<file path="config.mk">
export PLATFORM = sky130hd
export DESIGN_NAME = adc_chan_sequencer
export DESIGN_NICKNAME = d
export VERILOG_FILES = /design/src/rtl/adc_seq_pkg.sv /design/src/rtl/seq_timer.sv /design/src/rtl/seq_trig_sel.sv /design/src/rtl/seq_chan_ctr.sv /design/src/rtl/adc_chan_sequencer.sv
export SDC_FILE = /design/constraint.sdc
export NUM_CORES = 1
export LEC_CHECK = 0
export BUFFER_PORTS_ARGS = -buffer_cell sky130_fd_sc_hd__buf_2
export CAP_MARGIN = 20
export CORE_AREA = 2 2 75 62
export DETAILED_ROUTE_END_ITERATION = 12
export DIE_AREA = 0 0 77 64
export HOLD_SLACK_MARGIN = 0.06
export PLACE_DENSITY = 0.77
export SLEW_MARGIN = 20
export SYNTH_ARGS = -nofsm -noshare
export SYNTH_HDL_FRONTEND = slang
export SYNTH_SLANG_ARGS = --single-unit
</file>
<file path="constraint.sdc">
create_clock -name clk -period 3.95 [get_ports clk]
set_input_delay 0.1975 -clock clk [delete_from_list [all_inputs] [get_ports clk]]
set_output_delay 0.1975 -clock clk [all_outputs]
set_load 0.1 [all_outputs]
</file>
<file path="src/rtl/adc_seq_pkg.sv">
package adc_seq_pkg;

   typedef enum logic [1:0] {
      SEQ_IDLE = 2'd0,
      SEQ_GAP  = 2'd1,
      SEQ_CONV = 2'd2
   } seq_state_e;

   localparam int STAT_BUSY_OFS = 3;
   localparam int STAT_SE_OFS   = 1;

endpackage

</file>
<file path="src/rtl/seq_timer.sv">
module seq_timer #(
   parameter int CNT_W = 8
) (
   input  logic             clk,
   input  logic             rst_n,
   input  logic             load,
   input  logic [CNT_W-1:0] load_val,
   output logic             active,
   output logic             expire
);

   logic [CNT_W-1:0] cnt_q;

   always_ff @(posedge clk) begin
      if (!rst_n)              cnt_q <= '0;
      else if (load)           cnt_q <= load_val;
      else if (cnt_q != '0)    cnt_q <= cnt_q - CNT_W'(1);
   end

   assign active = (cnt_q != '0);
   assign expire = (cnt_q == CNT_W'(1));

endmodule

</file>
<file path="src/rtl/seq_trig_sel.sv">
module seq_trig_sel #(
   parameter int SYNC_STAGES = 2
) (
   input  logic clk,
   input  logic rst_n,
   input  logic sw_start,
   input  logic hw_clk_en,
   input  logic hw_src_int,
   input  logic timer_tick,
   input  logic ext_trig,
   input  logic gate_en,
   input  logic gate_in,
   output logic trig
);

   logic ext_s;
   logic gate_s;
   logic ext_prev_q;
   logic ext_fall;

   generate
      if (SYNC_STAGES == 0) begin : g_nosync
         assign ext_s  = ext_trig;
         assign gate_s = gate_in;
      end else begin : g_sync
         logic [SYNC_STAGES-1:0] ext_pipe_q;
         logic [SYNC_STAGES-1:0] gate_pipe_q;
         always_ff @(posedge clk) begin
            if (!rst_n) begin
               ext_pipe_q  <= '1;
               gate_pipe_q <= '0;
            end else begin
               ext_pipe_q  <= SYNC_STAGES'({ext_pipe_q, ext_trig});
               gate_pipe_q <= SYNC_STAGES'({gate_pipe_q, gate_in});
            end
         end
         assign ext_s  = ext_pipe_q[SYNC_STAGES-1];
         assign gate_s = gate_pipe_q[SYNC_STAGES-1];
      end
   endgenerate

   always_ff @(posedge clk) begin
      if (!rst_n) ext_prev_q <= 1'b1;
      else        ext_prev_q <= ext_s;
   end

   assign ext_fall = ext_prev_q & ~ext_s;

   always_comb begin
      if (!hw_clk_en)      trig = sw_start;
      else if (hw_src_int) trig = timer_tick;
      else                 trig = ext_fall & (~gate_en | gate_s);
   end

   // a rising edge on the synchronized pin never yields an external trigger
   assert_no_rise_trig_R10: assert property (@(posedge clk) disable iff (!rst_n)
      (hw_clk_en && !hw_src_int && !ext_prev_q && ext_s) |-> !trig);

endmodule

</file>
<file path="src/rtl/seq_chan_ctr.sv">
module seq_chan_ctr #(
   parameter int CHAN_W = 4
) (
   input  logic              clk,
   input  logic              rst_n,
   input  logic              wr_en,
   input  logic [2*CHAN_W-1:0] wr_data,
   input  logic              diff_mode,
   input  logic              adv,
   input  logic              use_low,
   output logic [CHAN_W-1:0] cur_chan,
   output logic [CHAN_W-1:0] sample_chan,
   output logic              sample_last
);

   localparam logic [CHAN_W-1:0] DIFF_MASK = {1'b0, {(CHAN_W-1){1'b1}}};

   logic [CHAN_W-1:0] lo_q, hi_q, cur_q;
   logic [CHAN_W-1:0] mask_v, lo_m, hi_m, hi_eff, wr_lo_m;

   assign mask_v  = diff_mode ? DIFF_MASK : '1;
   assign lo_m    = lo_q & mask_v;
   assign hi_m    = hi_q & mask_v;
   assign hi_eff  = (hi_m < lo_m) ? lo_m : hi_m;
   assign wr_lo_m = wr_data[CHAN_W-1:0] & mask_v;

   assign sample_chan = use_low ? lo_m : (cur_q & mask_v);
   assign sample_last = (sample_chan >= hi_eff);

   always_ff @(posedge clk) begin
      if (!rst_n) begin
         lo_q  <= '0;
         hi_q  <= '0;
         cur_q <= '0;
      end else if (wr_en) begin
         lo_q  <= wr_data[CHAN_W-1:0];
         hi_q  <= wr_data[2*CHAN_W-1:CHAN_W];
         cur_q <= wr_lo_m;
      end else if (adv) begin
         cur_q <= sample_last ? lo_m : sample_chan + CHAN_W'(1);
      end
   end

   assign cur_chan = cur_q;

   // a register write moves the pointer to the written low bound
   assert_reload_low_R2: assert property (@(posedge clk) disable iff (!rst_n)
      wr_en |=> cur_chan == ($past(wr_data[CHAN_W-1:0]) & mask_v));

   // converting the high bound brings the pointer back to the low bound
   assert_wrap_low_R3: assert property (@(posedge clk) disable iff (!rst_n)
      (adv && sample_last && !wr_en) |=> cur_chan == lo_m);

endmodule

</file>
<file path="src/rtl/adc_chan_sequencer.sv">
module adc_chan_sequencer
   import adc_seq_pkg::*;
#(
   parameter int CHAN_W       = 4,
   parameter int SETTLE_CYC   = 100,
   parameter int CONV_CYC     = 40,
   parameter int GAP_SLOW_CYC = 93,
   parameter int GAP_FAST_CYC = 53,
   parameter int SYNC_STAGES  = 2
) (
   input  logic                clk,
   input  logic                rst_n,
   input  logic                chan_wr,
   input  logic [2*CHAN_W-1:0] chan_wdata,
   input  logic                range_wr,
   input  logic                sw_start,
   input  logic                hw_clk_en,
   input  logic                hw_src_int,
   input  logic                timer_tick,
   input  logic                ext_trig,
   input  logic                gate_en,
   input  logic                gate_in,
   input  logic                scan_en,
   input  logic                fast_gap,
   input  logic                diff_mode,
   output logic                conv_start,
   output logic [CHAN_W-1:0]   conv_chan,
   output logic [CHAN_W-1:0]   cur_chan,
   output logic                busy,
   output logic                settling,
   output logic [CHAN_W+3:0]   status_word
);

   localparam int MAX_A   = (SETTLE_CYC > CONV_CYC) ? SETTLE_CYC : CONV_CYC;
   localparam int MAX_B   = (GAP_SLOW_CYC > GAP_FAST_CYC) ? GAP_SLOW_CYC : GAP_FAST_CYC;
   localparam int MAX_CYC = (MAX_A > MAX_B) ? MAX_A : MAX_B;
   localparam int TMR_W   = $clog2(MAX_CYC + 1);

   generate
      if (CHAN_W < 2 || SETTLE_CYC < 1 || CONV_CYC < 1 ||
          GAP_SLOW_CYC < 2 || GAP_FAST_CYC < 2 || SYNC_STAGES < 0) begin : g_param_check
         $error("adc_chan_sequencer: parameter out of range");
      end
   endgenerate

   seq_state_e        state_q;
   logic              scan_run_q;
   logic              conv_start_q;
   logic [CHAN_W-1:0] conv_chan_q;

   logic              trig, accept, step, scan_mode, go_gap;
   logic [CHAN_W-1:0] sample_chan;
   logic              sample_last;
   logic              settle_act, settle_exp;
   logic              phase_act, phase_exp;
   logic [TMR_W-1:0]  gap_len, phase_val;

   seq_trig_sel #(.SYNC_STAGES(SYNC_STAGES)) u_trig (
      .clk        (clk),
      .rst_n      (rst_n),
      .sw_start   (sw_start),
      .hw_clk_en  (hw_clk_en),
      .hw_src_int (hw_src_int),
      .timer_tick (timer_tick),
      .ext_trig   (ext_trig),
      .gate_en    (gate_en),
      .gate_in    (gate_in),
      .trig       (trig)
   );

   assign accept    = trig && (state_q == SEQ_IDLE) && !settle_act;
   assign step      = accept || ((state_q == SEQ_GAP) && phase_exp);
   assign scan_mode = (state_q == SEQ_IDLE) ? scan_en : scan_run_q;
   assign go_gap    = scan_mode && !sample_last;
   assign gap_len   = fast_gap ? TMR_W'(GAP_FAST_CYC) : TMR_W'(GAP_SLOW_CYC);
   assign phase_val = go_gap ? gap_len : TMR_W'(CONV_CYC);

   seq_chan_ctr #(.CHAN_W(CHAN_W)) u_chan (
      .clk         (clk),
      .rst_n       (rst_n),
      .wr_en       (chan_wr),
      .wr_data     (chan_wdata),
      .diff_mode   (diff_mode),
      .adv         (step),
      .use_low     (accept && scan_en),
      .cur_chan    (cur_chan),
      .sample_chan (sample_chan),
      .sample_last (sample_last)
   );

   seq_timer #(.CNT_W(TMR_W)) u_settle (
      .clk      (clk),
      .rst_n    (rst_n),
      .load     (chan_wr | range_wr),
      .load_val (TMR_W'(SETTLE_CYC)),
      .active   (settle_act),
      .expire   (settle_exp)
   );

   seq_timer #(.CNT_W(TMR_W)) u_phase (
      .clk      (clk),
      .rst_n    (rst_n),
      .load     (step),
      .load_val (phase_val),
      .active   (phase_act),
      .expire   (phase_exp)
   );

   always_ff @(posedge clk) begin
      if (!rst_n) begin
         state_q      <= SEQ_IDLE;
         scan_run_q   <= 1'b0;
         conv_start_q <= 1'b0;
         conv_chan_q  <= '0;
      end else begin
         conv_start_q <= step;
         if (step) begin
            conv_chan_q <= sample_chan;
            state_q     <= go_gap ? SEQ_GAP : SEQ_CONV;
            if (accept) scan_run_q <= scan_en;
         end else if ((state_q == SEQ_CONV) && phase_exp) begin
            state_q <= SEQ_IDLE;
         end
      end
   end

   assign conv_start  = conv_start_q;
   assign conv_chan   = conv_chan_q;
   assign busy        = (state_q != SEQ_IDLE);
   assign settling    = settle_act;
   assign status_word = {busy, 1'b0, ~diff_mode, 1'b0, cur_chan};

   // any configuration write opens the settling window on the next cycle
   assert_settle_open_R4: assert property (@(posedge clk) disable iff (!rst_n)
      (chan_wr || range_wr) |=> settling);

   // the window closes once its count runs out, unless reopened
   assert_settle_close_R4: assert property (@(posedge clk) disable iff (!rst_n)
      (settle_exp && !chan_wr && !range_wr) |=> !settling);

   // from idle, no conversion may start while the input is settling
   assert_no_start_settling_R5: assert property (@(posedge clk) disable iff (!rst_n)
      (!busy && settling) |=> !conv_start);

   // every start pulse falls inside a busy period
   assert_busy_on_start_R6: assert property (@(posedge clk) disable iff (!rst_n)
      conv_start |-> busy);

   // the phase timer only runs while a conversion or scan is active
   assert_phase_idle_R6: assert property (@(posedge clk) disable iff (!rst_n)
      (state_q == SEQ_IDLE) |-> !phase_act);

   // with the timer source selected, no tick means no new conversion from idle
   assert_sw_ignored_R9: assert property (@(posedge clk) disable iff (!rst_n)
      (hw_clk_en && hw_src_int && !timer_tick && !busy) |=> !conv_start);

endmodule

</file>
==> reports/metrics.yaml <==
track_usage: 0.223
worstSetupPathType: "register to register"
synth-seq-cells: 39
clockRootBuffer: "clkbuf_8"
cts_tree: "done"
drv_cap: 0
worstPathArrival_ps: 3740
die_w_microns: 77
grt_pass1_wl_mm: 8.74
synth_edf_count: 0
yosys-top-cells-area: "dfxtp_1, ha_1, mux2i_1, nor2_1, a21oi_1"
fin_skew_ps: 5.87
setup_viol: 0
synth.largest_area_cell: "dfxtp_1"
h-tree-depth: 2
ir_worst_vdd_uv: 270
combPwrFrac: 0.369
outcome: "finished clean"
vias: 1968
yosysUniqueCellTypes: 48
power.total_uw: 1230
hold_viol: 0
antenna_found_initial: 0
worstMarginPinSlew_ps: 712
post_cts_resized: 0
numCtsBuffers: 5
setup-tns-final_ps: 0
use_met1: 0.321
synth_area_sq_um: 2230
wire_per_inst_microns: 14.5
wirelength_mm: 5.11
crit_top_cell: "nor2_1"
crit_chain: "nor4_1 -> and2_1 -> and3_1 -> mux2i_1 -> nor2_1 -> ha_1 -> a2111oi_1 -> buf_4 -> or2_2 -> nor2_1 -> o41ai_1"
finalWeightedCongestion: 0.923
gr-usage-met3: 0.0593
path_clk_slew_ps: 70
crit_fanout: 10
drv_slew: 0
die_h_microns: 64
grt_remaining_overflow: 0
fin_crit_sh: 0.900
rrSetupSlack_ps: 390
grt_max_degree: 23
ys_seq_area_frac: 0.351
ys.flop_type: "dfxtp_1"
die_area_sq_um: 4930
yosysWarningCount: 0
crit_buf_inv: 1
grt_pass1_vias: 1849
p_per_area_nw_per_um2: 489
portBuffers: 38
switching_power_uw: 467
layout-area-overhead-vs-synth_pct: 12.9
start_kind: "register"
slowest_stage: "nor4_1"
firstDrtPassIters: 4
slowest_delay_ps: 560
worst_ep_required_time_ps: 4130
yosysTopAreaCellShare: 0.351
power_frac_seq: 0.391
cp_top_family: "simple AND/OR/NAND/NOR gates"
relSlewSlack: 0.525
initial_core_util: 0.536
post_cts_buffers: 0
clockBufferDepth: 2
busiest_layer: "met1"
met2_usage: 0.320
dr.first_iter.drc_count: 122
clock-sinks: 39
io_pins: 41
cts_hold_buf: 0
finalNetCount: 329
rows: 21
synthCells: 262
rsz0062_at_grt: "no"
clockPowerShare: 0.240
hpwl_mm: 3.77
drtAntennaViolNets: 0
viasPerCell: 5.59
hold_class: "primary input to register"
diodes: 0
netSwitchingFraction: 0.380
syn_avg_cell_area_sq_um: 8.50
ys_async_sr_fraction: 0
drcViolationCount: 0
leakage_uw: 0.00110
clock.fmax_mhz: 281
critPathCaptureType: "register"
clock_latency_ps: 290
final.min_clock_period_ps: 3560
layout-drive-gt1-share: 0.197
core_area_sq_um: 4150
intPower_uw: 761
==> worst register-to-register path: stages (launching register included) <==
cell	delay [ps]
dfxtp_1	340
nor4_1	560
and2_1	440
and3_1	310
mux2i_1	270
nor2_1	70
ha_1	210
a2111oi_1	480
buf_4	230
or2_2	170
nor2_1	50
o41ai_1	320
==> power by group through the flow <==
| stage | logic (uW) | registers, uW | clock network (uW) |
|---|---|---|---|
| 2_1_floorplan | 341 | 519 | 0 |
| 3_3_place_gp | 447 | 487 | 0 |
| 3_5_place_dp | 447 | 488 | 0 |
| 4_1_cts | 451 | 480 | 303 |
| 5_1_grt | 499 | 489 | 322 |
| 6_report | 453 | 480 | 295 |
==> worst paths after layout <==
check | from | depth (start not counted) | to
worst min-delay path | ext_trig | 2 | u_trig.g_sync.ext_pipe_q[0]$_SDFF_PN1_
worst max-delay path | u_settle.cnt_q[2]$_SDFFE_PN0P_ | 11 | u_chan.cur_chan[2]$_SDFFE_PN0P_
worst min register to register | u_trig.g_sync.ext_pipe_q[0]$_SDFF_PN1_ | 1 | u_trig.g_sync.ext_pipe_q[1]$_SDFF_PN1_
worst max register to register | u_settle.cnt_q[2]$_SDFFE_PN0P_ | 11 | u_chan.cur_chan[2]$_SDFFE_PN0P_
==> layout by cell type, fill, tap and decap left out, drive strengths merged, types with 3 or more instances in the layout <==
master,Yosys,layout
xnor2,6,6
nand2b,6,6
mux2,3,3
nand2,15,15
o41ai,3,3
inv,15,14
buf,11,40
a21oi,15,15
o211ai,5,5
a31oi,4,4
and3,4,4
nand3,7,7
a211oi,3,3
a311oi,3,3
dfxtp,39,39
xor2,4,4
ha,13,13
o21a,4,4
and2,5,5
nor2,28,28
or2,3,3
nor3,6,6
o21ai,11,11
mux2i,13,13
clkbuf,5,8
nor2b,3,3
nand4,5,5
==> layout make-up <==
type / instances / area (sq um)
repair buffers: 40 / 205
fillers: 386 / 1640
clock buffers: 8 / 100
well taps: 57 / 71.3
inverters: 15 / 60.1
flip-flops and latches: 39 / 781
multi-input cells: 193 / 1300
==> routing by layer <==
layer  vias up  share of wire
met5         -              0
met4         0          0.016
met3        13          0.086
met2        83           0.40
met1       886           0.50
li1        986              -
==> cells in the mapped netlist, drive strengths merged, types with 6 or more instances <==
cell type   n
xnor2       6
nand2b      6
mux2i      13
dfxtp      39
o21ai      11
inv        15
ha         13
nor2       28
a21oi      15
buf        11
nor3        6
nand2      15
nand3       7
==> flip-flops by register name (all words and copies together), names as in the netlist <==
signal / cells
u_settle.cnt_q: 7
u_trig.ext_prev_q: 1
u_chan.cur_chan: 4
state_q: 2
u_phase.cnt_q: 7
conv_chan: 4
conv_start: 1
u_chan.lo_q: 4
u_chan.hi_q: 4
u_trig.g_sync.ext_pipe_q: 2
scan_run_q: 1
u_trig.g_sync.gate_pipe_q: 2
==> metrics by stage <==
step                      area, sq um  hold WS (ps)  worst slack, ps  cells  utilization
after CTS                        2510          84.0              439    352        0.606
final                            2510          86.4              394    352        0.606
after global routing             2510          96.9              105    352        0.606
after global placement           2410           382              577    344        0.582
after floorplan                  2230           271              111    263            -
after detailed placement         2410           384              485    344        0.582
==> cell families (layout without fill, tap and decap cells) <==
logic type / count (synthesis) / count (layout) / share of synthesized area
and+or+nand+nor: 93 / 93 / 0.217
AOI/OAI and AO/OA: 59 / 59 / 0.176
DFF: 39 / 39 / 0.351
buffers and inverters: 31 / 63 / 0.0685
muxes: 16 / 16 / 0.0736
adders and majority gates: 13 / 13 / 0.0730
xor gates and xnor gates: 10 / 10 / 0.0393
other: 1 / 2 / 0.00168
Power figures use the tool's default switching activity.
